**config.mk**
```make
export PLATFORM = sky130hd
export DESIGN_NAME = seq_restoring_div
export DESIGN_NICKNAME = d
export VERILOG_FILES = /design/src/rtl/seqdiv_pkg.sv /design/src/rtl/seqdiv_step.sv /design/src/rtl/seqdiv_ctrl.sv /design/src/rtl/seq_restoring_div.sv
export SDC_FILE = /design/constraint.sdc
export NUM_CORES = 1
export LEC_CHECK = 0
export BUFFER_PORTS_ARGS = -buffer_cell sky130_fd_sc_hd__buf_2
export CAP_MARGIN = 30
export CORE_ASPECT_RATIO = 1.2
export CORE_MARGIN = 1
export CORE_UTILIZATION = 25
export CTS_BUF_LIST = sky130_fd_sc_hd__clkbuf_4
export CTS_CLUSTER_DIAMETER = 150
export DETAILED_ROUTE_END_ITERATION = 12
export GPL_TIMING_DRIVEN = 0
export PLACE_DENSITY = 0.47
export SYNTH_ARGS = -nofsm -noshare
export SYNTH_HDL_FRONTEND = slang
export SYNTH_HIERARCHICAL = 1
export SYNTH_SLANG_ARGS = --single-unit
```
**constraint.sdc**
```tcl
create_clock -name clk -period 8.6 [get_ports clk]
set_input_delay 0.43 -clock clk [delete_from_list [all_inputs] [get_ports clk]]
set_output_delay 0.43 -clock clk [all_outputs]
set_load 0.03 [all_outputs]
```
**src/rtl/seqdiv_pkg.sv**
```systemverilog
package seqdiv_pkg;

   // Width of a down-counter that must hold the value n.
   function automatic int count_bits(input int n);
      return (n < 2) ? 1 : $clog2(n + 1);
   endfunction

endpackage

```
**src/rtl/seqdiv_step.sv**
```systemverilog
// One restoring iteration: trial subtract, sign test, keep or restore.
module seqdiv_step #(
   parameter int WIDTH       = 32,
   parameter bit RESTORE_ADD = 1'b0
) (
   input  logic [WIDTH:0]   part_in,
   input  logic [WIDTH-1:0] dsr,
   output logic [WIDTH:0]   part_out,
   output logic             q_bit
);
   localparam int DW = WIDTH + 2;

   logic [DW-1:0] diff;
   logic          negative;

   assign diff     = {1'b0, part_in} - {2'b00, dsr};
   assign negative = diff[DW-1];
   assign q_bit    = ~negative;

   generate
      if (RESTORE_ADD) begin : g_add_back
         logic [DW-1:0] restored;
         assign restored = diff + {2'b00, dsr};
         assign part_out = negative ? restored[WIDTH:0] : diff[WIDTH:0];
      end else begin : g_select
         assign part_out = negative ? part_in : diff[WIDTH:0];
      end
   endgenerate

endmodule

```
**src/rtl/seqdiv_ctrl.sv**
```systemverilog
// Iteration counter and handshake for the divider.
module seqdiv_ctrl
   import seqdiv_pkg::*;
#(
   parameter int WIDTH = 32
) (
   input  logic clk,
   input  logic rst_n,
   input  logic start,
   output logic load,
   output logic step,
   output logic busy,
   output logic done
);
   localparam int CW = count_bits(WIDTH);
   localparam logic [CW-1:0] ITERS = CW'(WIDTH);

   logic [CW-1:0] cnt_q;
   logic          busy_q;
   logic          done_q;

   assign load = start & ~busy_q;
   assign step = busy_q;
   assign busy = busy_q;
   assign done = done_q;

   always_ff @(posedge clk or negedge rst_n) begin
      if (!rst_n) begin
         cnt_q  <= '0;
         busy_q <= 1'b0;
         done_q <= 1'b0;
      end else begin
         done_q <= 1'b0;
         if (load) begin
            cnt_q  <= ITERS;
            busy_q <= 1'b1;
         end else if (busy_q) begin
            cnt_q <= cnt_q - 1'b1;
            if (cnt_q == CW'(1)) begin
               busy_q <= 1'b0;
               done_q <= 1'b1;
            end
         end
      end
   end

   AST_DONE_ONE_CYCLE: assert property (@(posedge clk) disable iff (!rst_n)
      done_q |=> !done_q);
   AST_DONE_NOT_BUSY: assert property (@(posedge clk) disable iff (!rst_n)
      done_q |-> !busy_q);
   AST_BUSY_ENDS_IN_DONE: assert property (@(posedge clk) disable iff (!rst_n)
      $fell(busy_q) |-> done_q);
   AST_COUNT_NONZERO: assert property (@(posedge clk) disable iff (!rst_n)
      busy_q |-> (cnt_q != '0));

endmodule

```
**src/rtl/seq_restoring_div.sv**
```systemverilog
// Multi-cycle unsigned restoring divider, one quotient bit per cycle.
module seq_restoring_div #(
   parameter int WIDTH       = 32,
   parameter bit RESTORE_ADD = 1'b0
) (
   input  logic             clk,
   input  logic             rst_n,
   input  logic             start,
   input  logic [WIDTH-1:0] dividend,
   input  logic [WIDTH-1:0] divisor,
   output logic             busy,
   output logic             done,
   output logic [WIDTH-1:0] quo_lo,
   output logic [WIDTH-1:0] rem_hi
);
   generate
      if (WIDTH < 2) begin : g_bad_width
         $error("seq_restoring_div: WIDTH must be at least 2");
      end
   endgenerate

   logic             load;
   logic             step;
   logic [WIDTH:0]   part_q;   // partial remainder, one extra bit
   logic [WIDTH-1:0] low_q;    // dividend bits, then quotient bits
   logic [WIDTH-1:0] dsr_q;
   logic [WIDTH:0]   part_nxt;
   logic             q_bit;

   seqdiv_ctrl #(.WIDTH(WIDTH)) u_ctrl (
      .clk   (clk),
      .rst_n (rst_n),
      .start (start),
      .load  (load),
      .step  (step),
      .busy  (busy),
      .done  (done)
   );

   seqdiv_step #(.WIDTH(WIDTH), .RESTORE_ADD(RESTORE_ADD)) u_step (
      .part_in  (part_q),
      .dsr      (dsr_q),
      .part_out (part_nxt),
      .q_bit    (q_bit)
   );

   always_ff @(posedge clk or negedge rst_n) begin
      if (!rst_n) begin
         part_q <= '0;
         low_q  <= '0;
         dsr_q  <= '0;
      end else if (load) begin
         // dividend enters the low part, whole register shifted left once
         part_q <= {{WIDTH{1'b0}}, dividend[WIDTH-1]};
         low_q  <= {dividend[WIDTH-2:0], 1'b0};
         dsr_q  <= divisor;
      end else if (step) begin
         part_q <= {part_nxt[WIDTH-1:0], low_q[WIDTH-1]};
         low_q  <= {low_q[WIDTH-2:0], q_bit};
      end
   end

   assign quo_lo = low_q;
   assign rem_hi = part_q[WIDTH:1];   // undo the last shift of the upper part

   AST_PARTIAL_FITS: assert property (@(posedge clk) disable iff (!rst_n)
      step |-> !part_nxt[WIDTH]);
   AST_REM_BELOW_DIVISOR: assert property (@(posedge clk) disable iff (!rst_n)
      (done && dsr_q != '0) |-> (rem_hi < dsr_q));
   AST_ZERO_DIV_ONES: assert property (@(posedge clk) disable iff (!rst_n)
      (done && dsr_q == '0) |-> (quo_lo == '1));
   AST_START_IGNORED: assert property (@(posedge clk) disable iff (!rst_n)
      (busy && start) |=> $stable(dsr_q));
   AST_RESULT_HELD: assert property (@(posedge clk) disable iff (!rst_n)
      (!busy && !start) |=> ($stable(quo_lo) && $stable(rem_hi)));

endmodule

```
==> key figures <==
Route
  • Routed length per placed instance: ~15 µm
  • TritonRoute pass-1 iters: 4
  • Remaining DRCs: 0
  • Routed vias: 5543
  • Post-Route WL: 18100 µm
  • Antenna Nets Post-Route: 0
  • Vias per cell: ~4.5
  • First DRT Iteration DRCs: 186

Setup path
  • Crit path launch type: register
  • CP Launch Point: part_q[0]
  • Worst-path fanout max: 4
  • Top Family by Delay on Critical Path: compound AO/OA/AOI/OAI gates
  • Req. time, crit path: 8.99 ns
  • WP buf/inv: 2
  • Setup CP Type: reg -> reg
  • Reg-to-reg critical path startpoint: part_q[0]
  • Crit-path slowest cell: dfrtp_1
  • CP max stage delay: ~0.43 ns
  • Worst Path Arrival: 3.56 ns
  • CP Capture Type: register
  • Crit-path cells: inv_1 > ha_1 > inv_1 > fa_1 > a211oi_1 > o31a_1 > o21ai_0 > a21o_1 > a21oi_1 > o21ai_0 > xnor2_1 > o21ai_1 > mux2i_1 > nor2_1

GRT
  • Largest net degree at the start of global routing: 76
  • First-pass GRT wire length: roughly 30000 µm
  • Number of global-route vias before repair: 5547
  • Grt ovf: 0
  • Total global-route track usage: 0.132
  • Initial antenna violation count: 4

Clock tree
  • Clk buf depth: 2
  • CTS Root Cell: clkbuf_4
  • Worst-Skew Late Latency: 0.49 ns
  • Total CTS buffers: 9
  • PostCTS Resize Cnt: 0
  • CTS H-tree lvls: 3
  • CTS tree: done
  • Post-CTS setup buffers: 0
  • Clock Sinks: roughly 110
  • Clock slew at reported path FFs: 0.18 ns

STA
  • RSZ-0062 raised after global routing: no
  • Final min period: 3.17 ns
  • Crit share post-route: 0.369
  • Final hold slack: 0.131 ns
  • Final Hold Fails: 0
  • Worst-margin pin slew: 0.560 ns
  • Setup Viol. Count Final: 0
  • Slew margin rel.: 0.623
  • Worst Skew: 0.0218 ns
  • Max Clock Freq: around 320 MHz
  • Max-slew violation count: 0
  • Fin Setup TNS: 0 ns

Min path
  • Worst hold path class: in -> reg
  • Min-delay src: dividend[6]

Cells and area
  • Multi-input gate area: 3600 µm²
  • Register Area: 2630 µm²
  • Area Overhead vs Synth: 18.3%
  • Fillcell total: approximately 3000
  • Final core utilization: 0.301
  • Post-layout nets: between 900 and 1000
  • Layout cells sized above 1: 0.256

Place
  • RD Place Congestion: roughly 0.82
  • Port Buffer Count: 132
  • Post-DP HPWL: 13900 µm

Floorplanning
  • Die ar.: 28400 µm²
  • Core ar.: 27200 µm²
  • Die H: 184 µm
  • Top Ports: between 100 and 150
  • Die X: 154 µm
  • Rows: 66
  • Initial core utilization: 0.255

Yosys
  • Post-synth design cell area: 6920 µm²
  • Syn Inst Count: approximately 730
  • Synth warnings: 6
  • Syn_nets: 834
  • Syn avg cell area: 9.45 µm²

Flow run
  • Max Cap Viol: 0

Outcome
  • Outcome: complete, no violations
[layout by cell type, fill, tap and decap left out, types with 4 or more instances in the layout]
cell      count
nand4_1       5
buf_6         8
o21bai_1      4
xnor2_1      12
buf_2       143
clkbuf_4      9
mux2_4       10
a21oi_1      42
nor2_1       50
o21ai_0      18
mux2_1       23
nor3_1        4
xor2_1       17
nand2b_1      4
mux2i_1      67
ha_1         34
nor2b_1       5
and3_1        4
a21o_1        8
buf_4        38
dfrtp_1     105
o21ai_1      61
clkbuf_1      8
nand3_1      11
o31ai_1       5
nand2_1      87
inv_1        39
o21a_1        6
[routing by layer]
metal / wire, µm / GRT usage / vias up
met5: 29 / 0 / -
met1: 8080 / 0.163 / 2606
met3: 968 / 0.0317 / 22
li1: - / - / 2794
met4: 323 / 0.0420 / 4
met2: 8720 / 0.227 / 117
[worst paths after layout]
| kind | cells past startpoint | endpoint | slack [ns] |
|---|---|---|---|
| setup / recovery | 14 | part_q[21] | 5.43 |
| hold reg to reg | 1 | dsr_q[2] | 0.51 |
| min in group asynchronous | 2 | dsr_q[13] | 0.36 |
| setup reg to reg | 14 | part_q[21] | 5.43 |
| hold / removal | 3 | quo_lo[7] | 0.13 |
| max in group asynchronous | 3 | quo_lo[30] | 7.54 |
[repair_timing]
action	CTS	global route
hold endpoints to repair	30	0
endpoints found under the setup margin	0	0
hold buffers	1	0
[cell type report]
type | count | share of cell area
antenna | 1 | 0.000306
buffer | 71 | 0.0665
clock buffer | 9 | 0.00825
clock inverter | 7 | 0.00825
inverter | 39 | 0.0179
multi-input combinational | 517 | 0.440
sequential | 105 | 0.321
tap | 340 | 0.0520
timing repair buffer | 134 | 0.0860
[worst reg2reg max path: stages, from the launching register on]
cell and delay [ns]:
dfrtp_1 0.43, inv_1 0.08, ha_1 0.16, inv_1 0.05, fa_1 0.43, a211oi_1 0.29, o31a_1 0.27, o21ai_0 0.26
a21o_1 0.28, a21oi_1 0.26, o21ai_0 0.15, xnor2_1 0.17, o21ai_1 0.07, mux2i_1 0.13, nor2_1 0.05
[sequential cells by signal, summed over array words and instances, names as in the netlist]
name	flops
u_ctrl/busy	1
part_q	33
u_ctrl/cnt_q	6
u_ctrl/done	1
quo_lo	32
dsr_q	32
[metrics by stage]
| stage | std cells | area [µm²] | setup slack [ns] |
|---|---|---|---|
| 2_1_floorplan | 732 | 6920 | 5.88 |
| 6_report | 1223 | 8190 | 5.43 |
| 3_5_place_dp | 1205 | 8040 | 5.46 |
| 4_1_cts | 1222 | 8190 | 5.40 |
| 3_3_place_gp | 1204 | 8010 | 5.45 |
| 5_1_grt | 1222 | 8190 | 5.20 |
Power is left out: the tool's default activity adds up to more than one toggle a clock period on the data nets, which glitch-free logic cannot reach.
